**config.mk**
```make
export PLATFORM = sky130hd
export DESIGN_NAME = irq_pending_agg
export DESIGN_NICKNAME = d
export VERILOG_FILES = /design/src/rtl/irq_agg_pkg.sv /design/src/rtl/irq_agg_sync.sv /design/src/rtl/irq_agg_datapath.sv /design/src/rtl/irq_agg_ctrl.sv /design/src/rtl/irq_pending_agg.sv
export SDC_FILE = /design/constraint.sdc
export NUM_CORES = 1
export LEC_CHECK = 0
export ABC_AREA = 1
export BUFFER_PORTS_ARGS = -buffer_cell sky130_fd_sc_hd__buf_2
export CAP_MARGIN = 10
export CORE_MARGIN = 4
export CORE_UTILIZATION = 40
export CTS_BUF_LIST = sky130_fd_sc_hd__clkbuf_16
export DETAILED_ROUTE_END_ITERATION = 12
export PLACE_DENSITY_LB_ADDON = 0.08
export SYNTH_ARGS = -nofsm -noshare
export SYNTH_HDL_FRONTEND = slang
export SYNTH_SLANG_ARGS = --single-unit
```
**constraint.sdc**
```tcl
create_clock -name clk -period 1.1 [get_ports clk]
set_input_delay 0.165 -clock clk [delete_from_list [all_inputs] [get_ports clk]]
set_output_delay 0.165 -clock clk [all_outputs]
set_load 0.03 [all_outputs]
```
**src/rtl/irq_agg_pkg.sv**
```systemverilog
package irq_agg_pkg;

  // Control register field positions
  localparam int CTL_GEN_BIT  = 0;
  localparam int CTL_MSI_BIT  = 1;
  localparam int CTL_TMO_BIT  = 2;
  localparam int CTL_SLOT_LSB = 4;

  // Pending register: timeout flag position
  localparam int PEND_TMO_BIT = 8;

  // Strobes from the control unit to the datapath
  typedef struct packed {
    logic selCtrl;
    logic selPend;
    logic wrCtrl;
    logic clrTmo;
    logic ackValid;
  } ctrlStrb_t;

endpackage

```
**src/rtl/irq_agg_sync.sv**
```systemverilog
module irq_agg_sync #(
  parameter int WIDTH  = 4,
  parameter int STAGES = 2
) (
  input  logic             clk,
  input  logic             rstN,
  input  logic [WIDTH-1:0] asyncIn,
  output logic [WIDTH-1:0] syncOut
);

  logic [WIDTH-1:0] chain [STAGES];

  for (genvar st = 0; st < STAGES; st++) begin : g_stage
    if (st == 0) begin : g_first
      always_ff @(posedge clk) begin
        if (!rstN) chain[st] <= '0;
        else       chain[st] <= asyncIn;
      end
    end else begin : g_next
      always_ff @(posedge clk) begin
        if (!rstN) chain[st] <= '0;
        else       chain[st] <= chain[st-1];
      end
    end
  end

  assign syncOut = chain[STAGES-1];

endmodule

```
**src/rtl/irq_agg_datapath.sv**
```systemverilog
module irq_agg_datapath
  import irq_agg_pkg::*;
#(
  parameter int NUM_SLOTS   = 4,
  parameter int DATA_W      = 16,
  parameter int SYNC_STAGES = 2,
  parameter int SLOT_IDX_W  = (NUM_SLOTS > 1) ? $clog2(NUM_SLOTS) : 1,
  parameter int CTL_FLD_W   = NUM_SLOTS + 3
) (
  input  logic                  clk,
  input  logic                  rstN,
  input  logic [NUM_SLOTS-1:0]  slotIrq,
  input  logic                  timeoutEvt,
  input  ctrlStrb_t             strb,
  input  logic [CTL_FLD_W-1:0]  ctrlWr,
  input  logic [SLOT_IDX_W-1:0] ackSlot,
  output logic [DATA_W-1:0]     rdData,
  output logic                  anyReq,
  output logic                  msiMode,
  output logic                  globalEn,
  output logic [NUM_SLOTS-1:0]  ackStrobe
);

  logic [NUM_SLOTS-1:0] pendSlots;
  logic [NUM_SLOTS-1:0] slotEn;
  logic                 tmoEn;
  logic                 tmoPend;
  logic [DATA_W-1:0]    ctrlWord;
  logic [DATA_W-1:0]    pendWord;

  irq_agg_sync #(.WIDTH(NUM_SLOTS), .STAGES(SYNC_STAGES)) u_sync (
    .clk    (clk),
    .rstN   (rstN),
    .asyncIn(slotIrq),
    .syncOut(pendSlots)
  );

  // Control register: field layout ctrlWr = {slotEn, tmoEn, msi, gen}
  always_ff @(posedge clk) begin
    if (!rstN) begin
      globalEn <= 1'b0;
      msiMode  <= 1'b0;
      tmoEn    <= 1'b0;
      slotEn   <= '0;
    end else if (strb.wrCtrl) begin
      globalEn <= ctrlWr[0];
      msiMode  <= ctrlWr[1];
      tmoEn    <= ctrlWr[2];
      slotEn   <= ctrlWr[3 +: NUM_SLOTS];
    end
  end

  // Sticky timeout flag; a new event wins over a clearing write
  always_ff @(posedge clk) begin
    if (!rstN)             tmoPend <= 1'b0;
    else if (timeoutEvt)   tmoPend <= 1'b1;
    else if (strb.clrTmo)  tmoPend <= 1'b0;
  end

  // One-hot vector-fetch strobes
  for (genvar s = 0; s < NUM_SLOTS; s++) begin : g_ack
    always_ff @(posedge clk) begin
      if (!rstN) ackStrobe[s] <= 1'b0;
      else       ackStrobe[s] <= strb.ackValid && (ackSlot == SLOT_IDX_W'(s));
    end
  end

  always_comb begin
    ctrlWord = '0;
    ctrlWord[CTL_GEN_BIT] = globalEn;
    ctrlWord[CTL_MSI_BIT] = msiMode;
    ctrlWord[CTL_TMO_BIT] = tmoEn;
    ctrlWord[CTL_SLOT_LSB +: NUM_SLOTS] = slotEn;
    pendWord = '0;
    pendWord[NUM_SLOTS-1:0] = pendSlots;
    pendWord[PEND_TMO_BIT]  = tmoPend;
  end

  always_comb begin
    if (strb.selCtrl)      rdData = ctrlWord;
    else if (strb.selPend) rdData = pendWord;
    else                   rdData = '0;
  end

  assign anyReq = globalEn & ((|(pendSlots & slotEn)) | (tmoPend & tmoEn));

  // timeout flag is set after an event and held until cleared
  a_r3_tmo_set: assert property (@(posedge clk) disable iff (!rstN)
    timeoutEvt |=> tmoPend);
  a_r3_tmo_sticky: assert property (@(posedge clk) disable iff (!rstN)
    (tmoPend && !strb.clrTmo) |=> tmoPend);
  // at most one slot acknowledged, only after an interrupt-space read
  a_r9_ack_onehot: assert property (@(posedge clk) disable iff (!rstN)
    $onehot0(ackStrobe));
  a_r9_ack_cause: assert property (@(posedge clk) disable iff (!rstN)
    !strb.ackValid |=> (ackStrobe == '0));

endmodule

```
**src/rtl/irq_agg_ctrl.sv**
```systemverilog
module irq_agg_ctrl
  import irq_agg_pkg::*;
#(
  parameter int ADDR_W   = 8,
  parameter int CTRL_OFS = 0,
  parameter int PEND_OFS = 2
) (
  input  logic              clk,
  input  logic              rstN,
  input  logic [ADDR_W-1:0] regAddr,
  input  logic              regWrEn,
  input  logic              wrTmoClr,
  input  logic              intSpaceRd,
  input  logic              anyReq,
  input  logic              msiMode,
  output ctrlStrb_t         strb,
  output logic              assertMsg,
  output logic              deassertMsg,
  output logic              msiMsg
);

  logic selCtrl, selPend;
  logic wantLine, msiReq;
  logic lineUp, msiPrev;
  logic lastWasAssert;

  assign selCtrl = (regAddr == ADDR_W'(CTRL_OFS));
  assign selPend = (regAddr == ADDR_W'(PEND_OFS));

  always_comb begin
    strb.selCtrl  = selCtrl;
    strb.selPend  = selPend;
    strb.wrCtrl   = regWrEn & selCtrl;
    strb.clrTmo   = regWrEn & selPend & wrTmoClr;
    strb.ackValid = intSpaceRd;
  end

  assign wantLine = anyReq & ~msiMode;
  assign msiReq   = anyReq &  msiMode;

  always_ff @(posedge clk) begin
    if (!rstN) begin
      lineUp      <= 1'b0;
      msiPrev     <= 1'b0;
      assertMsg   <= 1'b0;
      deassertMsg <= 1'b0;
      msiMsg      <= 1'b0;
    end else begin
      assertMsg   <= wantLine & ~lineUp;
      deassertMsg <= ~wantLine & lineUp;
      lineUp      <= wantLine;
      msiMsg      <= msiReq & ~msiPrev;
      msiPrev     <= msiReq;
    end
  end

  // Independent tracker of the last legacy message sent
  always_ff @(posedge clk) begin
    if (!rstN)            lastWasAssert <= 1'b0;
    else if (assertMsg)   lastWasAssert <= 1'b1;
    else if (deassertMsg) lastWasAssert <= 1'b0;
  end

  // assert and deassert strictly alternate
  a_r6_alt_assert: assert property (@(posedge clk) disable iff (!rstN)
    assertMsg |-> !lastWasAssert);
  a_r6_alt_deassert: assert property (@(posedge clk) disable iff (!rstN)
    deassertMsg |-> lastWasAssert);
  // message pulses are never back to back, and only in that mode
  a_r7_msi_gap: assert property (@(posedge clk) disable iff (!rstN)
    msiMsg |=> !msiMsg);
  a_r7_msi_mode: assert property (@(posedge clk) disable iff (!rstN)
    msiMsg |-> $past(msiMode));

endmodule

```
**src/rtl/irq_pending_agg.sv**
```systemverilog
module irq_pending_agg
  import irq_agg_pkg::*;
#(
  parameter int NUM_SLOTS   = 4,
  parameter int ADDR_W      = 8,
  parameter int DATA_W      = 16,
  parameter int SYNC_STAGES = 2,
  parameter int CTRL_OFS    = 0,
  parameter int PEND_OFS    = 2,
  parameter int SLOT_IDX_W  = (NUM_SLOTS > 1) ? $clog2(NUM_SLOTS) : 1
) (
  input  logic                  clk,
  input  logic                  rstN,
  input  logic [NUM_SLOTS-1:0]  slotIrq,
  input  logic                  timeoutEvt,
  input  logic [ADDR_W-1:0]     regAddr,
  input  logic                  regWrEn,
  input  logic [DATA_W-1:0]     regWrData,
  output logic [DATA_W-1:0]     regRdData,
  input  logic                  intSpaceRd,
  input  logic [SLOT_IDX_W-1:0] intSpaceSlot,
  output logic [NUM_SLOTS-1:0]  slotAck,
  output logic                  intAssertMsg,
  output logic                  intDeassertMsg,
  output logic                  msiMsg
);

  localparam int CTL_FLD_W = NUM_SLOTS + 3;

  ctrlStrb_t            strb;
  logic                 anyReq;
  logic                 msiMode;
  logic                 globalEn;
  logic [CTL_FLD_W-1:0] ctrlWr;
  logic [DATA_W-1:0]    unusedWrBits;

  assign ctrlWr = {regWrData[CTL_SLOT_LSB +: NUM_SLOTS],
                   regWrData[CTL_TMO_BIT],
                   regWrData[CTL_MSI_BIT],
                   regWrData[CTL_GEN_BIT]};
  assign unusedWrBits = regWrData;

  irq_agg_ctrl #(.ADDR_W(ADDR_W), .CTRL_OFS(CTRL_OFS), .PEND_OFS(PEND_OFS)) u_ctrl (
    .clk        (clk),
    .rstN       (rstN),
    .regAddr    (regAddr),
    .regWrEn    (regWrEn),
    .wrTmoClr   (regWrData[PEND_TMO_BIT]),
    .intSpaceRd (intSpaceRd),
    .anyReq     (anyReq),
    .msiMode    (msiMode),
    .strb       (strb),
    .assertMsg  (intAssertMsg),
    .deassertMsg(intDeassertMsg),
    .msiMsg     (msiMsg)
  );

  irq_agg_datapath #(
    .NUM_SLOTS  (NUM_SLOTS),
    .DATA_W     (DATA_W),
    .SYNC_STAGES(SYNC_STAGES),
    .SLOT_IDX_W (SLOT_IDX_W),
    .CTL_FLD_W  (CTL_FLD_W)
  ) u_dp (
    .clk       (clk),
    .rstN      (rstN),
    .slotIrq   (slotIrq),
    .timeoutEvt(timeoutEvt),
    .strb      (strb),
    .ctrlWr    (ctrlWr),
    .ackSlot   (intSpaceSlot),
    .rdData    (regRdData),
    .anyReq    (anyReq),
    .msiMode   (msiMode),
    .globalEn  (globalEn),
    .ackStrobe (slotAck)
  );

  // nothing is signalled while the global enable was clear
  a_r8_quiet_when_off: assert property (@(posedge clk) disable iff (!rstN)
    $past(!globalEn) |-> (!intAssertMsg && !msiMsg));
  // a legacy pair is never issued in the same cycle
  a_r6_no_both: assert property (@(posedge clk) disable iff (!rstN)
    !(intAssertMsg && intDeassertMsg));

endmodule

```
=== Word level (Yosys, flattened, before mapping) ===
Memories as Yosys holds them, arrays and structs flattened.
Index checks and enable logic that the tools add are counted.

* Register bits: 17
* Latch bits: 0
* Memory bits (writable): 8
* Bits in read-only memories: 0
* Bits of input ports: 35
* Output and inout port bits: 23
* Word-level logic and storage cells: 53
* Memories: 1

* $add $sub $neg: 0
* Multiply operators: 0
* Div/mod/pow operators: 0
* $lt $le $gt $ge: 0
* Equality and inequality tests: 4
* Shift operators: 0
* Muxes and demuxes: 8
* Bitwise gates (word level): 18
* Reduce and logical (&&, ||, !) cells: 8

{| class="wikitable"
|+ Memories
! memory !! words !! bits a word !! rd ports !! clocked after memory_dff !! wr ports !! line !! text
|-
| u_dp.u_sync.chain || 2 || 4 || 2 || 0 || 2 || irq_agg_sync.sv:11 || <nowiki>logic [WIDTH-1:0] chain [STAGES];</nowiki>
|}

{| class="wikitable"
|+ Operators with widths
! cell !! count
|-
| 16-bit two-way mux || 1
|-
| 1-bit AND || 10
|-
| 9-bit two-way mux || 1
|-
| 8-bit by 2-bit equality test with 1-bit output, second input constant || 1
|-
| 8-bit zero test || 1
|-
| 4-bit two-way mux || 2
|-
| 4-bit AND || 1
|-
| 2-bit equality test, second input constant || 2
|-
| 1-bit logical AND || 4
|-
| 1-bit two-way mux || 4
|-
| 1-bit inverter || 4
|-
| 4-bit OR reduction || 1
|-
| 1-bit bitwise OR || 3
|-
| 2-bit by 1-bit equality test with 1-bit output, second input constant || 1
|-
| 2-bit zero test || 1
|-
| 2-bit nonzero test || 1
|}

=== Longest topological paths before layout ===
An unclocked memory read counts as a cell.

* Depth after elaboration: 8
* Depth in mapped cells: 7
* Gate-level depth less buffers: 7

=== Hierarchy ===
A second synthesis with hierarchy kept.

* Cells, all modules: 145
* Area total of the unflattened synthesis: 1034.7 µm²

{| class="wikitable"
|+ Modules (own cells, without submodules)
! module !! instances !! cells an instance !! area an instance (µm²)
|-
| irq_agg_datapath || 1 || 84 || 574.3
|-
| irq_agg_ctrl || 1 || 36 || 235.2
|-
| irq_agg_sync || 1 || 25 || 225.2
|}

=== Worst setup path before layout ===
No wires, ideal clock.

* Path kind: input to output
* From: input port regAddr[5]
* To: output port regRdData[1]
* Arrival: 1.305 ns
* Required time: 0.935 ns
* Setup slack: -0.370 ns
* Stages on the path: 5
* Buffers on the path: 0
* Cells stage by stage: nor2_2 -> nand2_2 -> nor2_4 -> inv_1 -> o21ai_0

* Longest elaborated chain between the ends: 3

{| class="wikitable"
|+ RTL lines
! element !! line !! text
|-
| from (decl) || irq_pending_agg.sv:16 || <nowiki>input logic [ADDR_W-1:0] regAddr,</nowiki>
|-
| 8-bit by 2-bit equality test with 1-bit output || irq_agg_ctrl.sv:28 || <nowiki>assign selPend = (regAddr == ADDR_W'(PEND_OFS));</nowiki>
|-
| 9-bit two-way mux || irq_agg_datapath.sv:81 || <nowiki>else if (strb.selPend) rdData = pendWord;</nowiki>
|-
| 16-bit two-way mux * || irq_agg_datapath.sv:80 || <nowiki>if (strb.selCtrl) rdData = ctrlWord;</nowiki>
|-
| to (decl) || irq_pending_agg.sv:19 || <nowiki>output logic [DATA_W-1:0] regRdData,</nowiki>
|}

Every way passes the cells marked *; elsewhere a longest branch is shown, timed or not.

=== Worst setup path in the final report ===
* From: input port regAddr[4]
* To: output port regRdData[0]

Same word-level chain as after synthesis.

==> qor.yml <==
run_status:
  status: "finished, violations left"
  violations: "negative setup slack"
finish:
  ff_latch_area_um2: 503
  instances_no_fill: 240
  diodes: 0
  layout-drive-gt1-share: 0.405
  nFillCells: 239
  nets: 246
  multi_input_area_um2: 490
  area_growth_pct: 48.3
clock_tree:
  htree_levels: 1
  clkTransAtPathRegs_ns: 0.06
  numCtsBuffers: 3
  cts_buffer_depth: 2
  tritoncts: "yes"
  cts_root_buffer: "clkbuf_16"
  clock_sinks: 25
  worst_skew_pair.late_latency_ns: 0.25
  ctsHoldBuffers: 0
timing:
  clock.fmax_ghz: 0.850
  finalHoldViolCount: 0
  slew_violations: 0
  setup_ws_ns: -0.0771
  finalCritPeriodShare: 1.07
  finalSetupViolations: 7
  rsz0062_at_grt: "yes"
  post-route-min-period_ns: 1.18
  finClkSkew_ns: 0.00192
power_and_ir_drop:
  p_per_area_nw_per_um2: 1170
  p_leak_nw: 0.898
  comb_power_share: 0.103
  p_int_mw: 1.49
  ir_drop_uv: 1560
  p_seq_frac: 0.489
  switching_power_uw: 419
  swShare: 0.219
  power_mw: 1.91
  pwr-share-clk: 0.408
die:
  initial_core_util: 0.433
  io_pins: 58
  die_x_um: 60.5
  core_um2: 2540
  die_h_um: 60.5
  rows: 18
  dieArea_um2: 3660
critical_path:
  rr_startpoint: "u_dp.tmoEn$_SDFFE_PN0P_"
  critPathRequiredTime_ns: 0.94
  worst_setup_path_end_kind: "output pin"
  r2r_setup_slack_ns: 0.19
  cp_max_fo: 4
  cp.arrival_ns: 1.01
  cp-start-kind: "input port"
  crit_type: "in2out"
  reg2reg_depth: 6
  r2r_end: "u_ctrl.assertMsg$_SDFF_PN0_"
yosys:
  syn_inst: 159
  synth_area_per_cell_um2: 6.92
  ys_seq_area_frac: 0.455
  synthTopCellsByArea: "dfxtp_1, nand2_1, inv_1"
  synth_seq_cells: 25
  yosysTopAreaCell: "dfxtp_1"
  yosys_warnings: 0
  yosys.area.top_type_share: 0.455
  netlist_area_um2: 1100
  ys_types: 19
placement:
  dp.cells: 231
  dp_hpwl_mm: 1.75
  io_buffers: 42
  place_congestion: 0.765
detailed_routing:
  wl_per_cell_um: 9.97
  drtPass1Iterations: 5
  wirelength_mm: 2.39
  drc: 0
  ant_nets: 0
  dr.first_iter.drc_count: 48
  viasPerCell: 4.38
  vias: 1050
global_routing:
  grt_antenna_before_repair: 0
  track_usage: 0.141
  overflow: 0
  grt_max_degree: 21
  grt_pass1_wl_mm: 3.85
  first_global_vias: 933
job:
  maxCapViolations: 0
min_path:
  hp-class: "in2reg"
  min_path_cells: 3
  hold_end: "u_dp.u_sync.chain[0][3]$_SDFF_PN0_"
  min_from: "slotIrq[3]"
==> per-layer routing <==
metal  share of wire  vias up  track usage
met5               0        -            0
li1                -      560            -
met1            0.41      450        0.159
met2            0.49       38        0.250
met4          0.0071        0       0.0372
met3           0.094        2       0.0553
==> registers in the layout, indices dropped and copies added (netlist names) <==
name                count
u_dp.slotEn             4
u_dp.tmoEn              1
u_ctrl.msiMsg           1
u_dp.tmoPend            1
u_ctrl.deassertMsg      1
u_dp.u_sync.chain       8
u_dp.globalEn           1
u_dp.msiMode            1
u_dp.ackStrobe          4
u_ctrl.lineUp           1
u_ctrl.msiPrev          1
u_ctrl.assertMsg        1
==> layout make-up <==
type	instances	share of cell area
clock inverter	1	0.00307
timing repair buffer	52	0.238
tap	30	0.0230
multi-input combinational	94	0.300
sequential	25	0.308
clock buffer	3	0.0460
inverter	35	0.0820
==> cell usage after synthesis (all sizes together) <==
library cell  instances
nor3                  5
conb                  1
a21oi                 8
nand2                38
nor2                 21
inv                  35
clkbuf                2
buf                   9
nand3                13
dfxtp                25
nand4                 1
o21ai                 1
==> what timing repair did <==
action	in CTS	in global routing
resized for setup	33	22
cloned	0	0
setup buffers	4	1
setup endpoints to repair	9	9
endpoints found under the hold margin	0	0
pin swaps	8	11
==> cell families after synthesis <==
group                  count (synthesis)  share of synthesized area
AO/OA/AOI/OAI                          9                     0.0409
buffers and inverters                 46                      0.192
flip-flops                            25                      0.455
other                                  1                    0.00341
AND/OR/NAND/NOR                       78                      0.309
==> critical path, cell delays in order <==
cell and delay [ns]:
buf_6 0.09, nor2_2 0.10, nand2_2 0.08, nor2_4 0.20, buf_6 0.13, nand2_2 0.04
nand2_2 0.07, buf_6 0.13
==> worst max-delay path by stage <==
stage,slack [ns],to,startpoint,cells past startpoint
after global placement,-0.10,regRdData[1],regAddr[5],7
final,-0.08,regRdData[0],regAddr[4],8
after floorplan,-0.10,regRdData[4],regAddr[5],5
after detailed placement,-0.12,regRdData[7],regAddr[0],7
after CTS,-0.08,regRdData[0],regAddr[1],8
after global routing,-0.13,regRdData[1],regAddr[4],7
==> stage by stage <==
step | instance area, µm² | hold WS, ns | TNS [ns] | setup WS (ns) | util
2_1_floorplan | 1130 | 0.242 | -0.403 | -0.101 | -
3_3_place_gp | 1340 | 0.345 | -0.660 | -0.104 | 0.526
3_5_place_dp | 1340 | 0.350 | -0.847 | -0.121 | 0.526
4_1_cts | 1550 | 0.0829 | -0.333 | -0.0817 | 0.607
5_1_grt | 1630 | 0.0908 | -0.794 | -0.134 | 0.642
6_report | 1630 | 0.0891 | -0.340 | -0.0771 | 0.642
==> placed cells by master (no fill, tap or decap), types with 6 or more instances in the layout <==
master and count:
dfxtp_1 23, nand2_2 6, a21oi_1 8, buf_4 7
nand3_1 11, inv_1 29, buf_6 16, conb_1 7
nand2_1 30, buf_2 28, nor2_1 11
==> power groups by stage <==
stage / Clock [mW] / Combinational (mW) / Sequential [mW]
floorplan: 0 / 0.114 / 0.961
CTS: 0.811 / 0.181 / 0.934
finish: 0.781 / 0.196 / 0.935
detailed placement: 0 / 0.167 / 0.954
global placement: 0 / 0.161 / 0.954
global route: 0.849 / 0.218 / 0.936
Power figures use the tool's default switching activity.
